### src/rtl/ebr_pkg.sv
package ebr_pkg;
  typedef struct packed {
    logic accept;    // write taken this cycle
    logic busyRead;  // read strobe during busy period
    logic idleRead;  // read strobe while idle
  } ebr_strobe_t;
endpackage

### src/rtl/ebr_ctrl.sv
module ebr_ctrl
  import ebr_pkg::*;
#(
  parameter int WR_CYCLES = 16
) (
  input  logic        clk,
  input  logic        rstN,
  input  logic        wrStb,
  input  logic        rdStb,
  output logic        busy,
  output ebr_strobe_t stb
);
  localparam int CW = $clog2(WR_CYCLES + 1);
  localparam logic [CW-1:0] LOAD = CW'(WR_CYCLES);

  logic [CW-1:0] remain;
  logic          accept;

  assign busy   = (remain != '0);
  assign accept = wrStb && !busy;

  always_comb begin
    stb          = '0;
    stb.accept   = accept;
    stb.busyRead = rdStb && busy;
    stb.idleRead = rdStb && !busy;
  end

  always_ff @(posedge clk) begin
    if (!rstN)             remain <= '0;
    else if (accept)       remain <= LOAD;
    else if (remain != '0) remain <= remain - 1'b1;
  end


  busy_rise_chk: assert property (@(posedge clk) disable iff (!rstN)
    $rose(busy) |-> $past(wrStb));

  no_reload_chk: assert property (@(posedge clk) disable iff (!rstN)
    (busy && wrStb) |=> (remain == $past(remain) - 1'b1));

  timer_bound_chk: assert property (@(posedge clk) disable iff (!rstN)
    remain <= LOAD);
endmodule

### src/rtl/ebr_dpath.sv
module ebr_dpath
  import ebr_pkg::*;
#(
  parameter int DW = 8
) (
  input  logic          clk,
  input  logic          rstN,
  input  ebr_strobe_t   stb,
  input  logic [DW-1:0] wrData,
  input  logic [DW-1:0] arrayData,
  output logic [DW-1:0] rdData
);
  localparam int POLL_BIT = DW - 1;
  localparam int TOG_BIT  = DW - 2;

  logic [DW-1:0] lastByte;
  logic          togQ;
  logic [DW-1:0] statusWord;

  always_comb begin
    statusWord           = lastByte;
    statusWord[POLL_BIT] = ~lastByte[POLL_BIT];
    statusWord[TOG_BIT]  = togQ;
  end

  always_ff @(posedge clk) begin
    if (!rstN) begin
      lastByte <= '0;
      togQ     <= 1'b0;
      rdData   <= '0;
    end else begin
      if (stb.accept) lastByte <= wrData;
      if (stb.accept)        togQ <= 1'b0;
      else if (stb.busyRead) togQ <= ~togQ;
      if (stb.busyRead)      rdData <= statusWord;
      else if (stb.idleRead) rdData <= arrayData;
    end
  end


  poll_inv_chk: assert property (@(posedge clk) disable iff (!rstN)
    stb.busyRead |=> (rdData[POLL_BIT] != lastByte[POLL_BIT]));

  idle_pass_chk: assert property (@(posedge clk) disable iff (!rstN)
    stb.idleRead |=> (rdData == $past(arrayData)));

  hold_chk: assert property (@(posedge clk) disable iff (!rstN)
    !(stb.busyRead || stb.idleRead) |=> $stable(rdData));

  tog_clear_chk: assert property (@(posedge clk) disable iff (!rstN)
    stb.accept |=> !togQ);
endmodule

### src/rtl/eeprom_busy_readback.sv
module eeprom_busy_readback
  import ebr_pkg::*;
#(
  parameter int WR_CYCLES = 16
) (
  input  logic       clk,
  input  logic       rstN,
  input  logic       wrStb,
  input  logic [7:0] wrData,
  input  logic       rdStb,
  input  logic [7:0] arrayData,
  output logic [7:0] rdData,
  output logic       busy
);
  ebr_strobe_t stb;

  ebr_ctrl #(.WR_CYCLES(WR_CYCLES)) u_ctrl (
    .clk(clk), .rstN(rstN), .wrStb(wrStb), .rdStb(rdStb),
    .busy(busy), .stb(stb)
  );

  ebr_dpath #(.DW(8)) u_dpath (
    .clk(clk), .rstN(rstN), .stb(stb), .wrData(wrData),
    .arrayData(arrayData), .rdData(rdData)
  );
endmodule

### config.mk
export PLATFORM = sky130hd
export DESIGN_NAME = eeprom_busy_readback
export DESIGN_NICKNAME = d
export VERILOG_FILES = /design/src/rtl/ebr_pkg.sv /design/src/rtl/ebr_ctrl.sv /design/src/rtl/ebr_dpath.sv /design/src/rtl/eeprom_busy_readback.sv
export SDC_FILE = /design/constraint.sdc
export NUM_CORES = 1
export LEC_CHECK = 0
export ABC_AREA = 0
export BUFFER_PORTS_ARGS = -buffer_cell sky130_fd_sc_hd__buf_2
export CORE_ASPECT_RATIO = 1.4
export CORE_MARGIN = 3
export CORE_UTILIZATION = 47
export DETAILED_ROUTE_END_ITERATION = 6
export PLACE_DENSITY = 0.75
export RECOVER_POWER = 25
export SKIP_LAST_GASP = 1
export SYNTH_ARGS = -nofsm -noshare
export SYNTH_HDL_FRONTEND = slang
export SYNTH_SLANG_ARGS = --single-unit
### constraint.sdc
create_clock -name clk -period 3.9 [get_ports clk]
set_input_delay 0.585 -clock clk [delete_from_list [all_inputs] [get_ports clk]]
set_output_delay 0.585 -clock clk [all_outputs]
set_load 0.05 [all_outputs]
* After elaboration in Yosys (flattened, before gate mapping) *
Index checks and enable logic that the tools add are counted.

cells by class
  muxes and demuxes = 4
  reductions and logical operators = 8
  add/subtract/negate cells = 1
  bitwise operators = 3

operators by type and width
  kind                   count
  $mux W8                2
  $mux W5                2
  $reduce_bool A5 Y1     1
  $sub A5 B1 Y5 const B  1
  $reduce_bool A2 Y1     2
  $logic_and A1 B1 Y1    3
  $not A1 Y1             3
  $reduce_or A2 Y1       1
  $logic_not A1 Y1       1

storage, ports and cells
  input bits = 20
  output and inout bits = 9
  word-level logic and storage cells = 21
  register bits after elaboration = 22

* Depth between registers and ports, before layout *
  depth after elaboration = 5
  mapped depth = 7
  gate-level depth less buffers = 6

* Hierarchy *
A second synthesis with hierarchy kept.

second synthesis, totals
  cells, all modules = 90
  area, all modules = 1007.2 um2

modules (own cells, without submodules)
  module     seq. area each (um2)  area an instance (um2)  cells each  times used
  ebr_dpath  320.3                 735.7                   60          1
  ebr_ctrl   100.1                 271.5                   30          1

* Least setup slack after synthesis *
No wires, ideal clock.

  path type = reg-to-output
  start = reg u_ctrl.remain[0]
  end = out busy
  cell stages (with the launch flop) = 6
  buffers on the path = 1
  data arrival time = 1.499 ns
  path slack = 1.816 ns
  data required time = 3.315 ns
  cell sequence = dfxtp_1 inv_1 ha_1 nor4b_2 inv_1 clkbuf_1

on the way
  longest elaborated chain between the ends = 1

RTL lines
  what                    line                        RTL
  start, declared         ebr_ctrl.sv:16              logic [CW-1:0] remain;
  start signal, assigned  ebr_ctrl.sv:32              else if (remain != '0) remain <= remain - 1'b1;
  $reduce_bool A5 Y1      ebr_ctrl.sv:19              assign busy = (remain != '0);
  end, declared           eeprom_busy_readback.sv:13  output logic busy

No other way between the ends.

* Worst setup path after layout *
Ends and elaborated chain as after synthesis.

==> run_summary.xml <==
<?xml version="1.0" encoding="UTF-8"?>
<metrics>
  <group name="run_status">
    <metric name="run_status" unit="">finished clean</metric>
  </group>
  <group name="yosys">
    <metric name="yosys.cell_types.count" unit="">21</metric>
    <metric name="synth_fp_nets" unit="">128</metric>
    <metric name="ys.warnings.count" unit="">0</metric>
    <metric name="proportion_of_netlist_area_held_by_the_largest_area_contributor" unit="%">46.9</metric>
    <metric name="sequential_fraction_of_the_synthesis_area" unit="%">46.9</metric>
    <metric name="synth_area" unit="sq um">897</metric>
    <metric name="syn_area_per_cell" unit="sq um">8.38</metric>
    <metric name="yosys-top-cells-area" unit="">sky130_fd_sc_hd__dfxtp_1, sky130_fd_sc_hd__nand2_1, sky130_fd_sc_hd__mux2i_1, sky130_fd_sc_hd__a31oi_1, sky130_fd_sc_hd__o21ai_0</metric>
    <metric name="synthDominantAreaCellType" unit="">sky130_fd_sc_hd__dfxtp_1</metric>
    <metric name="ys_ff_latch" unit="">21</metric>
    <metric name="post_synth_inst_count" unit="">107</metric>
  </group>
  <group name="timing">
    <metric name="fin_worst_hold_slack" unit="ns">0.468</metric>
    <metric name="final_hold_viol_count" unit="">0</metric>
    <metric name="report.final.setup_viol" unit="">0</metric>
    <metric name="max_slew_margin" unit="%">60.4</metric>
    <metric name="final.setup_skew" unit="ns">0.00302</metric>
    <metric name="rsz0062_at_grt" unit="">no</metric>
    <metric name="finalMaxSlewViolations" unit="">0</metric>
    <metric name="finalCritPeriodShare" unit="%">66.4</metric>
    <metric name="period_minus_slack" unit="ns">2.59</metric>
    <metric name="fin_setup_tns" unit="ns">0</metric>
    <metric name="clock.fmax" unit="MHz">386</metric>
    <metric name="tightestPinTransition" unit="ns">0.597</metric>
  </group>
  <group name="global_route">
    <metric name="globalRouteTotalUtil" unit="%">16.0</metric>
    <metric name="first_global_vias" unit="">751</metric>
    <metric name="grt_max_degree" unit="">27</metric>
    <metric name="grt-ovfl-total" unit="">0</metric>
    <metric name="grt_antenna_before_repair" unit="">0</metric>
    <metric name="wire_length_of_the_first_global_routing_pass" unit="um">3110</metric>
  </group>
  <group name="floorplanning">
    <metric name="initial_core_util" unit="%">50.4</metric>
    <metric name="core-area" unit="sq mm">0.00178</metric>
    <metric name="die_w" unit="um">42.9</metric>
    <metric name="num_io_pins" unit="">29</metric>
    <metric name="design.die.area" unit="sq mm">0.00248</metric>
    <metric name="num_rows" unit="">18</metric>
    <metric name="die-height" unit="um">57.7</metric>
  </group>
  <group name="route">
    <metric name="drt_drc_violations_left" unit="">0</metric>
    <metric name="met3_wirelength" unit="um">116</metric>
    <metric name="drt_iter0_markers" unit="">21</metric>
    <metric name="routed_wire_length_per_instance" unit="um">11.9</metric>
    <metric name="length_of_the_first_detailed_routing_pass_in_iterations" unit="">4</metric>
    <metric name="detail_route.vias_per_cell" unit="">5.20</metric>
    <metric name="route.vias.total" unit="">796</metric>
    <metric name="detailroute.wirelength.met2" unit="um">884</metric>
    <metric name="total_routed_wire_length_on_the_met1_layer" unit="um">797</metric>
    <metric name="drtAntennaViolNets" unit="">0</metric>
    <metric name="highest_layer" unit="">met4</metric>
    <metric name="drt-total-wl" unit="um">1820</metric>
  </group>
  <group name="critical_path">
    <metric name="worst-endpoint-arrival" unit="ns">2.00</metric>
    <metric name="crit_start_category" unit="">flip-flop</metric>
    <metric name="worst-path-max-fanout" unit="">14</metric>
    <metric name="worstSetupEndpointType" unit="">primary output</metric>
    <metric name="crit_start" unit="">u_ctrl.remain[0]</metric>
    <metric name="critical_path_class" unit="">reg -&gt; out</metric>
    <metric name="critPathRequiredTime" unit="ns">3.31</metric>
    <metric name="crit-reg2reg-launch" unit="">u_ctrl.remain[0]</metric>
  </group>
  <group name="clock_tree">
    <metric name="tritoncts_clock_tree" unit="">built</metric>
    <metric name="clk_latency" unit="ns">0.30</metric>
    <metric name="ctsRootBufferMaster" unit="">sky130_fd_sc_hd__clkbuf_4</metric>
    <metric name="htreeDepth" unit="">1</metric>
    <metric name="ctsResizeCount" unit="">0</metric>
    <metric name="clkSlewWorstSetupHoldPaths" unit="ns">0.11</metric>
    <metric name="clock_tree.buffer_depth" unit="">2</metric>
    <metric name="cts_made_buffers" unit="">3</metric>
    <metric name="clock_sinks" unit="">21</metric>
    <metric name="post_cts_hold_buffer_count" unit="">0</metric>
    <metric name="postCtsSetupBuffers" unit="">0</metric>
  </group>
  <group name="flow_run">
    <metric name="max_cap_viols" unit="">0</metric>
  </group>
  <group name="placed_design">
    <metric name="dp_hpwl" unit="um">1360</metric>
    <metric name="gp_routability_congestion" unit="">0.727</metric>
    <metric name="placement.io_buffers" unit="">27</metric>
  </group>
  <group name="cells_and_area">
    <metric name="drive_above_1_share" unit="%">20.3</metric>
    <metric name="syn_to_final_growth" unit="%">18.0</metric>
    <metric name="antennaDiodeCount" unit="">0</metric>
    <metric name="final_nets" unit="">155</metric>
  </group>
  <group name="min_path">
    <metric name="hold_crit_class" unit="">reg -&gt; reg</metric>
    <metric name="hold_path.startpoint" unit="">u_dpath.lastByte[1]</metric>
  </group>
  <group name="pwr">
    <metric name="leakage" unit="nW">0.436</metric>
    <metric name="power_per_cell_area" unit="mW/mm^2">727</metric>
    <metric name="worst_ir_drop_vdd" unit="mV">0.449</metric>
  </group>
</metrics>
==> worst paths after layout <==
path / endpoint / slack [ns] / depth (start not counted)
max: busy / 1.31 / 6
min: u_dpath.lastByte[1] / 0.47 / 2
max reg2reg: u_dpath.lastByte[0] / 2.15 / 5
min reg2reg: u_dpath.lastByte[1] / 0.47 / 2
==> synth_stat cells <==
cell and count:
sky130_fd_sc_hd__a21oi_1 1, sky130_fd_sc_hd__a31oi_1 9, sky130_fd_sc_hd__and2_1 1, sky130_fd_sc_hd__buf_2 1, sky130_fd_sc_hd__clkbuf_1 5, sky130_fd_sc_hd__dfxtp_1 21
sky130_fd_sc_hd__ha_1 1, sky130_fd_sc_hd__inv_1 5, sky130_fd_sc_hd__mux2i_1 7, sky130_fd_sc_hd__nand2_1 31, sky130_fd_sc_hd__nand2b_1 1, sky130_fd_sc_hd__nand3_1 2
sky130_fd_sc_hd__nand3b_1 2, sky130_fd_sc_hd__nor2_1 3, sky130_fd_sc_hd__nor3_1 2, sky130_fd_sc_hd__nor3_4 1, sky130_fd_sc_hd__nor4b_2 1, sky130_fd_sc_hd__o21a_1 2
sky130_fd_sc_hd__o21ai_0 8, sky130_fd_sc_hd__or3b_4 1, sky130_fd_sc_hd__xnor2_1 2
==> sequential cells by signal, summed over array words and instances (netlist names) <==
name	flops
u_ctrl.remain	5
u_dpath.rdData	8
u_dpath.lastByte	7
u_dpath.togQ	1
==> per-layer routing <==
| metal | global-route usage, % | vias to the layer above |
|---|---|---|
| li1 | - | 410 |
| met1 | 19.7 | 361 |
| met2 | 27.0 | 21 |
| met3 | 2.80 | 4 |
| met4 | 6.67 | 0 |
| met5 | 0 | - |
==> cell usage in the layout, fill, tap and decap left out, drive strengths merged, types with 2 or more instances in the layout <==
cell    count
nand2      31
dfxtp      21
buf        21
clkbuf     11
a31oi       9
o21ai       8
mux2i       7
inv         5
nor2        3
nor3        3
xnor2       2
o21a        2
nand3b      2
nand3       2
==> worst max-delay path, cell delays in order (launching register included) <==
cell	delay, ns
sky130_fd_sc_hd__dfxtp_1	0.38
sky130_fd_sc_hd__inv_1	0.08
sky130_fd_sc_hd__ha_1	0.24
sky130_fd_sc_hd__nor4b_2	0.17
sky130_fd_sc_hd__buf_4	0.18
sky130_fd_sc_hd__inv_1	0.31
sky130_fd_sc_hd__buf_2	0.34
==> through the flow <==
step	setup WS (ns)	util [%]	cells	total power, mW	cell area (sq um)
after detailed placement	1.66	58.5	149	0.678	1040
after global routing	1.19	59.5	153	0.828	1060
after floorplan	1.82	-	107	0.597	897
final	1.31	59.5	153	0.770	1060
after CTS	1.32	60.0	153	0.778	1070
after global placement	1.72	58.5	149	0.663	1040
==> layout make-up <==
cell class,count,area (sq um)
inverters,5,18.8
well taps,20,25.0
multi-input cells,75,434
fillers,173,721
flip-flops and latches,21,420
clock buffers,4,26.3
repair buffers,28,134
==> where the power goes <==
part	total [mW]	leakage (nW)	internal [mW]	switching (mW)
logic	0.361	0.248	0.127	0.234
clock network	0.102	0.0150	0.0398	0.0622
registers	0.307	0.173	0.269	0.0373
total	0.770	0.436	0.436	0.333
==> cell families after synthesis <==
family | share of synthesized area (%)
simple gates | 24.3
flops | 46.9
compound gates | 13.0
buf+inv | 4.74
mux | 7.81
xor+xnor | 1.95
fa+ha+maj | 1.39
Note: power is estimated with default switching activity, not from simulation.
